`src/rtl/los_pkg.sv`:
```
`timescale 1ns/100ps
package los_pkg;
  localparam int NUM_REF = 2;

  // Strobes from the control to the datapath, one bit per reference input
  typedef struct packed {
    logic [NUM_REF-1:0] cntClr;
    logic [NUM_REF-1:0] cntHold;
  } ctrlStrb_t;

  // Window in system cycles: period ratio plus a quarter margin plus sync slack
  function automatic int calcLimit(input int sysKhz, input int minKhz, input int marginDiv);
    int base;
    base = sysKhz / minKhz;
    return base + base / marginDiv + 2;
  endfunction

  function automatic int maxOf4(input int a, input int b, input int c, input int d);
    int m;
    m = a;
    if (b > m) m = b;
    if (c > m) m = c;
    if (d > m) m = d;
    return m;
  endfunction
endpackage

```
`src/rtl/los_datapath.sv`:
```
`timescale 1ns/100ps
module los_datapath
  import los_pkg::*;
#(
  parameter int CNT_W = 8
) (
  input  logic                            clk,
  input  logic                            rst,
  input  logic [NUM_REF-1:0]              refClk,
  input  ctrlStrb_t                       strb,
  output logic [NUM_REF-1:0]              edgeStb,
  output logic [NUM_REF-1:0][CNT_W-1:0]   cntVal
);
  for (genvar i = 0; i < NUM_REF; i++) begin : g_ch
    logic [2:0]       syncQ;
    logic [CNT_W-1:0] cntQ;

    // Two flops for metastability, a third to find the rising edge
    always_ff @(posedge clk) begin
      if (rst) syncQ <= '0;
      else     syncQ <= {syncQ[1:0], refClk[i]};
    end

    assign edgeStb[i] = syncQ[1] & ~syncQ[2];

    always_ff @(posedge clk) begin
      if (rst)                  cntQ <= '0;
      else if (strb.cntClr[i])  cntQ <= '0;
      else if (!strb.cntHold[i]) cntQ <= cntQ + 1'b1;
    end

    assign cntVal[i] = cntQ;
  end
endmodule

```
`src/rtl/los_control.sv`:
```
`timescale 1ns/100ps
module los_control
  import los_pkg::*;
#(
  parameter int CNT_W = 8,
  parameter int LIM0  = 252,
  parameter int LIM1  = 84,
  parameter int LIM2  = 20,
  parameter int LIM3  = 9
) (
  input  logic                            clk,
  input  logic                            rst,
  input  logic [1:0]                      timeoutCode,
  input  logic [1:0]                      modeSel,
  input  logic [NUM_REF-1:0]              edgeStb,
  input  logic [NUM_REF-1:0][CNT_W-1:0]   cntVal,
  output ctrlStrb_t                       strb,
  output logic [CNT_W-1:0]                limitVal,
  output logic [NUM_REF-1:0]              lostFlag
);
  logic [NUM_REF-1:0] hitVec;
  logic               autoMode;

  assign autoMode = modeSel[1];

  always_comb begin
    unique case (timeoutCode)
      2'b00:   limitVal = CNT_W'(LIM0);
      2'b01:   limitVal = CNT_W'(LIM1);
      2'b10:   limitVal = CNT_W'(LIM2);
      default: limitVal = CNT_W'(LIM3);
    endcase
  end

  always_comb begin
    for (int i = 0; i < NUM_REF; i++) begin
      hitVec[i] = (cntVal[i] >= limitVal);
    end
    strb.cntClr  = edgeStb;
    strb.cntHold = hitVec;
  end

  always_ff @(posedge clk) begin
    if (rst) lostFlag <= '0;
    else     lostFlag <= {NUM_REF{autoMode}} & ~edgeStb & hitVec;
  end
endmodule

```
`src/rtl/los_detector.sv`:
```
`timescale 1ns/100ps
module los_detector
  import los_pkg::*;
#(
  parameter int SYS_KHZ    = 200000,
  parameter int MIN_KHZ_C0 = 1000,
  parameter int MIN_KHZ_C1 = 3000,
  parameter int MIN_KHZ_C2 = 13000,
  parameter int MIN_KHZ_C3 = 32000,
  parameter int MARGIN_DIV = 4
) (
  input  logic               clk,
  input  logic               rst,
  input  logic [NUM_REF-1:0] refClk,
  input  logic [1:0]         timeoutCode,
  input  logic [1:0]         modeSel,
  output logic [NUM_REF-1:0] lostFlag
);
  localparam int LIM0    = calcLimit(SYS_KHZ, MIN_KHZ_C0, MARGIN_DIV);
  localparam int LIM1    = calcLimit(SYS_KHZ, MIN_KHZ_C1, MARGIN_DIV);
  localparam int LIM2    = calcLimit(SYS_KHZ, MIN_KHZ_C2, MARGIN_DIV);
  localparam int LIM3    = calcLimit(SYS_KHZ, MIN_KHZ_C3, MARGIN_DIV);
  localparam int LIM_MAX = maxOf4(LIM0, LIM1, LIM2, LIM3);
  localparam int CNT_W   = $clog2(LIM_MAX + 1);

  ctrlStrb_t                     strb;
  logic [NUM_REF-1:0]            edgeStb;
  logic [NUM_REF-1:0][CNT_W-1:0] cntVal;
  logic [CNT_W-1:0]              limitVal;

  los_datapath #(.CNT_W(CNT_W)) u_dp (
    .clk     (clk),
    .rst     (rst),
    .refClk  (refClk),
    .strb    (strb),
    .edgeStb (edgeStb),
    .cntVal  (cntVal)
  );

  los_control #(
    .CNT_W (CNT_W),
    .LIM0  (LIM0),
    .LIM1  (LIM1),
    .LIM2  (LIM2),
    .LIM3  (LIM3)
  ) u_ctl (
    .clk         (clk),
    .rst         (rst),
    .timeoutCode (timeoutCode),
    .modeSel     (modeSel),
    .edgeStb     (edgeStb),
    .cntVal      (cntVal),
    .strb        (strb),
    .limitVal    (limitVal),
    .lostFlag    (lostFlag)
  );
endmodule

```
`config.mk`:
```
export PLATFORM = sky130hd
export DESIGN_NAME = los_detector
export DESIGN_NICKNAME = d
export VERILOG_FILES = /design/src/rtl/los_pkg.sv /design/src/rtl/los_datapath.sv /design/src/rtl/los_control.sv /design/src/rtl/los_detector.sv
export SDC_FILE = /design/constraint.sdc
export NUM_CORES = 1
export LEC_CHECK = 0
export CAP_MARGIN = 20
export CORE_MARGIN = 2
export CORE_UTILIZATION = 60
export DETAILED_ROUTE_END_ITERATION = 16
export PLACE_DENSITY = 0.87
export SLEW_MARGIN = 20
export SYNTH_ARGS = -nofsm -noshare
export SYNTH_HDL_FRONTEND = slang
export SYNTH_HIERARCHICAL = 1
export SYNTH_SLANG_ARGS = --single-unit
```
`constraint.sdc`:
```
create_clock -name clk -period 6.3 [get_ports clk]
set_input_delay 0.63 -clock clk [delete_from_list [all_inputs] [get_ports clk]]
set_output_delay 0.63 -clock clk [all_outputs]
set_load 0.03 [all_outputs]
```
# After elaboration in Yosys (flattened, before gate mapping)
# Index checks and enable logic that the tools add are counted.
# totals
ff_bits,24
latch_bits,0
mem_bits_rw,0
rom_bits,0
inputBits,8
output_inout_bits,2
n_memories,0
# classes
n_addsub,2
multipliers,0
div_mod_pow,0
n_lt_le_gt_ge,2
eq_ne,2
shift,0
mux,1
n_bitwise,7
n_reduce_logical,3
# ops
operator,n
$pmux W8 S3,1
$add A8 B1 Y8 const B,2
$ge A8 B8 Y1,2
$and A2 B2 Y2,2
$reduce_or A2 Y1,2
$and A1 B1 Y1,2
$eq A2 B1 Y1 const B,1
$eq A2 B2 Y1 const B,1
$logic_not A2 Y1,1
$not A1 Y1,2
$not A2 Y2,1

# Longest topological paths before layout
# Gate-level depths: netlist of the first run.
# logic_depth
depth_word,5
ltp_mapped,10
depth_no_buf,10

# Modules after synthesis
# The synthesis of the first run kept the hierarchy.
# by_module_without_submodules
mod,instances,cells_per_inst,area_per_inst_um2,seq_area_each_um2
los_datapath,1,89,882.1,440.4
los_control,1,55,457.9,40.0

# Worst setup path after synthesis of the first run
# No wires, ideal clock.
# synth_timing
path_kind,input to register
startpoint,in timeoutCode[1]
endpoint,reg u_dp.g_ch[1].cntQ[7]
setup_ns,0.059
t_arrival_ns,2.794
required_ns,6.241
path_slack_ns,3.447
cell_stages,10
path_buffers,0
path_cell_list,inv_1 > ha_1 > o21ai_0 > ha_1 > a21oi_1 > a21boi_0 > or3_1 > nand4b_1 > or4_1 > nand2_1
# synth_rtl
item,line_no,source
from (decl),los_detector.sv:15,"input logic [1:0] timeoutCode,"
to (signal assigned),los_datapath.sv:29,else if (!strb.cntHold[i]) cntQ <= cntQ + 1'b1;
to (decl),los_datapath.sv:16,logic [CNT_W-1:0] cntQ;

==> results of run 1 <==
[final cells by class]
cell class	count	area share, %
well taps	27	2.37
clock buffers	4	2.54
inverters	4	1.05
multi-input cells	106	54.7
flip-flops and latches	24	33.7
repair buffers	8	5.61
[path summary, 6_finish.rpt]
path	startpoint	endpoint	cells after the start
worst min register to register	u_dp/g_ch[0].syncQ[0]	u_dp/g_ch[0].syncQ[1]	1
worst min-delay path	u_dp/g_ch[0].syncQ[0]	u_dp/g_ch[0].syncQ[1]	1
worst max-delay path	timeoutCode[0]	u_dp/g_ch[1].cntQ[6]	11
worst max register to register	u_dp/g_ch[0].cntQ[3]	u_dp/g_ch[0].cntQ[6]	7
[state kept, by name, summed over array words and instances, names as in the netlist]
| register | count |
|---|---|
| u_dp/g_ch.cntQ | 16 |
| u_dp/g_ch.syncQ | 6 |
| u_ctl/lostFlag | 2 |
[layout by cell type, fill, tap and decap left out, types with 2 or more instances in the layout]
| cell type | count |
|---|---|
| dfxtp_1 | 24 |
| ha_1 | 17 |
| nor2_1 | 13 |
| a21oi_1 | 9 |
| clkdlybuf4s50_1 | 8 |
| nand2_1 | 7 |
| or3_1 | 7 |
| o21ai_0 | 6 |
| nand4b_1 | 6 |
| xor2_1 | 6 |
| and2b_2 | 6 |
| inv_1 | 4 |
| nand4_1 | 4 |
| nor2b_1 | 4 |
| clkbuf_4 | 3 |
| nand3_1 | 2 |
| a21boi_0 | 2 |
| a211o_1 | 2 |
| a31oi_1 | 2 |
| nor3b_1 | 2 |
| o31a_1 | 2 |
| xnor2_1 | 2 |
| mux2i_1 | 2 |
[metrics by stage]
stage          setup slack, ns  hold WS [ns]  instances  area [um^2]
2_1_floorplan             3.52         0.428        138         1310
3_3_place_gp              2.76         0.442        169         1390
3_5_place_dp              2.65         0.442        169         1390
4_1_cts                   2.97         0.474        173         1430
5_1_grt                   2.80         0.491        173         1430
6_report                  2.94         0.469        173         1430
[power by group through the flow]
stage | combinational [mW] | clock, mW | sequential [mW]
2_1_floorplan | 0.0228 | 0 | 0.164
3_3_place_gp | 0.0286 | 0 | 0.165
3_5_place_dp | 0.0306 | 0 | 0.166
4_1_cts | 0.0309 | 0.0820 | 0.162
5_1_grt | 0.0342 | 0.0872 | 0.163
6_report | 0.0307 | 0.0771 | 0.162
[worst max-delay path, stage by stage]
cell and delay [ns]:
clkdlybuf4s50_1 0.53, inv_1 0.08, ha_1 0.19, o21ai_0 0.30, ha_1 0.33, a21oi_1 0.15
a21boi_0 0.12, or3_1 0.48, nand4b_1 0.27, or3_1 0.37, a21oi_1 0.15
[per-layer routing]
metal	wire length, um	up-vias	part of all wire (%)	GRT usage (%)
li1	-	503	-	-
met1	1040	463	48	23.7
met2	1010	22	46	29.6
met3	111	2	5.1	3.57
met4	13	0	0.60	5.41
met5	0	-	0	0
==> results.toml, run 1 <==
[floorplanning]
die_area_um2 = 2570
rows = 16
io_pins = 10
die_y_um = 50.7
start_util_pct = 65.3
coreArea_um2 = 2000
chipWidth_um = 50.7

[pwr]
clock_power_share_pct = 28.6
seqPwrFrac_pct = 60.1
total_power_mw = 0.270
leakagePower_nw = 0.585
irDropWorstVdd_v = 0.000129
switching_share_pct = 23.1
power_density_nw_per_um2 = 189
pwr-share-comb_pct = 11.4
p_int_mw = 0.208
switchingPower_mw = 0.0623

[sta]
fin_crit_sh_pct = 53.3
finalHoldViolations = 0
setup_tns_ns = 0
skew_ns = 0.00487
slew_headroom_pct = 76.8
fin_crit_ns = 3.36
finalSetupViolCount = 0
fmax_ghz = 0.298
rsz0062_at_grt = "false"
maxSlewViolCount = 0
tightest_slew_ns = 0.345

[global_routing]
grt_max_degree = 14
track_usage_pct = 18.0
grt-ovfl-total = 0
antenna_found_initial = 0
grt_pass1_vias = 874
grt_pass1_wl_mm = 3.62

[cts]
cts_setup_buffers = 0
cts-resized-gates = 0
clockRootBuffer = "clkbuf_4"
cts_sinks = 24
clk_pin_slew_worst_paths_ns = 0.12
cts_hold_buf = 0
clkLatencyLatePin_ns = 0.30
cts_buffer_depth = 2
cts_made_buffers = 3
cts_tree = "yes"
cts_max_level = 1

[logic_synthesis]
syn_area_um2 = 1310
syn_area_per_cell_um2 = 9.47
synthCells = 138
yosysWarnings = 6
syn_nets = 163

[layout]
regArea_um2 = 480
antenna_cells = 0
multi_input_area_um2 = 781
drive_gt1_share_pct = 8.22
nFillCells = 149
fin_util_pct = 71.3
syn2layout_area_growth_pct = 9.20
fin_nets = 172

[worst_setup_path]
worst-setup-path-type = "in2reg"
worstSetupStartpointType = "input pin"
r2r_slack_ns = 3.94
cp.required_ns = 6.54
cp_max_fo = 6
critPathArrivalTime_ns = 3.60
critPathCaptureType = "flop"

[drt]
routed_via_density = 5.72
first_iter_violations = 25
drc_errors = 0
wl_per_cell_um = 12.6
dr.pass1.iters = 4
postRouteAntennaNets = 0
finalWirelength_mm = 2.18
num_vias = 990

[flow_run]
cap_violations = 0

[worst_hold_path]
holdCritPathClass = "reg2reg"

[placement]
dp_hpwl_mm = 1.69
io_buffer_count = 8
gp_congestion = 0.820

[run_status]
outcome = "finished, final reports clean"
Note: power is estimated with default switching activity, not from simulation.
==> run 2: changes to the inputs <==
- CORE_UTILIZATION: 60 -> 51
- PLACE_DENSITY: 0.87 -> 0.8
- clock period: 6.3 -> 2.99 ns (I/O delays scaled with it)
==> run 2 against run 1 <==
Against the previous run: first-iteration DRC count down 16%; sequential share of layout area shrank 1.9 points; core utilization fell by 9.6 points; clock power increased by 120%; combinational power grew 130%; critical path depth rose by 1; via count up 9.7%; clock-buffer cell count stayed put; die area rose by 16%; final area rose by 6.1%; critical endpoint is now u_dp/g_ch[0].cntQ[6].
==> results.toml, run 2 (synthesis results as in run 1) <==
[run_status]
outcome = "finished, final reports clean"

[worst_setup_path]
cp_max_fo = 4
crit_family = "simple AND/OR/NAND/NOR gates"
worst-path-buf-inv = 4
cp-startpoint = "timeoutCode[0]"
critPathCaptureType = "flop"
cp.required_ns = 3.24
worstSetupStartpointType = "input pin"
crit_slowest_cell = "clkdlybuf4s50_1"
critPathArrivalTime_ns = 3.05
critical_path.cell_chain = "clkdlybuf4s50_1, inv_1, buf_4, ha_1, inv_1, ha_1, nand3_1, a21boi_0, or3_1, nand4b_1, or3_1, a21oi_1"
worst-setup-path-type = "in2reg"
r2r_start = "u_dp/g_ch[0].cntQ[3]"
cp_slowest_stage_delay_ns = 0.55

[cts]
cts_made_buffers = 3
clkLatencyLatePin_ns = 0.31
clockRootBuffer = "clkbuf_4"
cts_hold_buf = 0
cts_max_level = 1
cts_sinks = 24
clk_pin_slew_worst_paths_ns = 0.13
cts_buffer_depth = 2
cts_tree = "yes"

[pwr]
leakagePower_nw = 0.638
power_density_nw_per_um2 = 387
irDropWorstVdd_v = 0.000467
total_power_mw = 0.585

[sta]
fin_crit_sh_pct = 93.5
skew_ns = 0.00159
setup_tns_ns = 0
rsz0062_at_grt = "false"
tightest_slew_ns = 0.309
finalHoldViolations = 0
fmax_ghz = 0.358
fin_crit_ns = 2.79
finalSetupViolCount = 0
slew_headroom_pct = 79.3
maxSlewViolCount = 0

[global_routing]
grt_pass1_vias = 1059
grt_max_degree = 14
antenna_found_initial = 0
track_usage_pct = 21.1
grt_pass1_wl_mm = 4.51
grt-ovfl-total = 0

[layout]
final_cell_mix = "24 x dfxtp_1, 17 x ha_1, 13 x nor2_1, 11 x buf_4, 9 x a21oi_1"
antenna_cells = 0
nFillCells = 218
stdcell_area_um2 = 1510
largest_reg_flops = 16
regMostFlops = "u_dp/g_ch.cntQ"
drive_gt1_share_pct = 14.6
final_common_cell = "dfxtp_1"
fin_nets = 183
top_regs = "u_dp/g_ch.cntQ x16, u_dp/g_ch.syncQ x6, u_ctl/lostFlag x2"
syn2layout_area_growth_pct = 15.8

[drt]
drc_errors = 0
routed_via_density = 5.81
num_vias = 1086
dr.pass1.iters = 4
first_iter_violations = 21
finalWirelength_mm = 2.58
postRouteAntennaNets = 0
wl_per_cell_um = 13.8

[placement]
dpl_cell_area_um2 = 1480
dp_hpwl_mm = 1.98
gp_congestion = 0.845
io_buffer_count = 8

[floorplanning]
rows = 18
chipWidth_um = 54.6
coreArea_um2 = 2450
die_y_um = 54.6
io_pins = 10
die_area_um2 = 2980
start_util_pct = 53.2

[worst_hold_path]
holdCritPathClass = "reg2reg"
hold_start = "u_dp/g_ch[1].syncQ[0]"

[flow_run]
cap_violations = 0
[run 2: worst paths after layout]
check        slack, ns  cells past startpoint               endpoint
min reg2reg       0.47                      1  u_dp/g_ch[1].syncQ[1]
max               0.20                     12   u_dp/g_ch[0].cntQ[6]
max reg2reg       0.72                      7   u_dp/g_ch[0].cntQ[6]
min               0.47                      1  u_dp/g_ch[1].syncQ[1]
[run 2: routing by layer]
| layer | routed length (um) | GRT usage [%] |
|---|---|---|
| met5 | 0 | 0 |
| met4 | 106 | 10.0 |
| met3 | 84 | 5.19 |
| met2 | 1310 | 38.7 |
| met1 | 1080 | 22.1 |
[run 2: repair_timing]
item                                    CTS  global route
resized for setup                         0             1
endpoints found under the setup margin    0             5
buffers inserted                          0             0
[run 2: metrics by stage]
stage	setup WS (ns)	utilization, %	cells	hold slack (ns)
after global placement	-0.125	60.1	183	0.429
after detailed placement	-0.229	60.1	183	0.439
after global routing	0.0485	61.6	187	0.482
after floorplan	0.537	-	138	0.428
final	0.195	61.6	187	0.465
after CTS	0.0993	61.6	187	0.470
[run 2: area by class of cell]
| class | instances | area, um^2 | share of cell area [%] |
|---|---|---|---|
| well taps | 30 | 37.5 | 2.48 |
| multi-input cells | 106 | 781 | 51.6 |
| repair buffers | 19 | 163 | 10.8 |
| clock buffers | 4 | 36.3 | 2.40 |
| flip-flops and latches | 24 | 480 | 31.8 |
| inverters | 4 | 15.0 | 0.993 |
[run 2: report_power, final]
group          leakage, nW  internal (mW)  switching (mW)  total, mW
logic                0.422         0.0362          0.0342     0.0705
registers            0.195          0.330          0.0119      0.342
clock network       0.0210         0.0744          0.0983      0.173
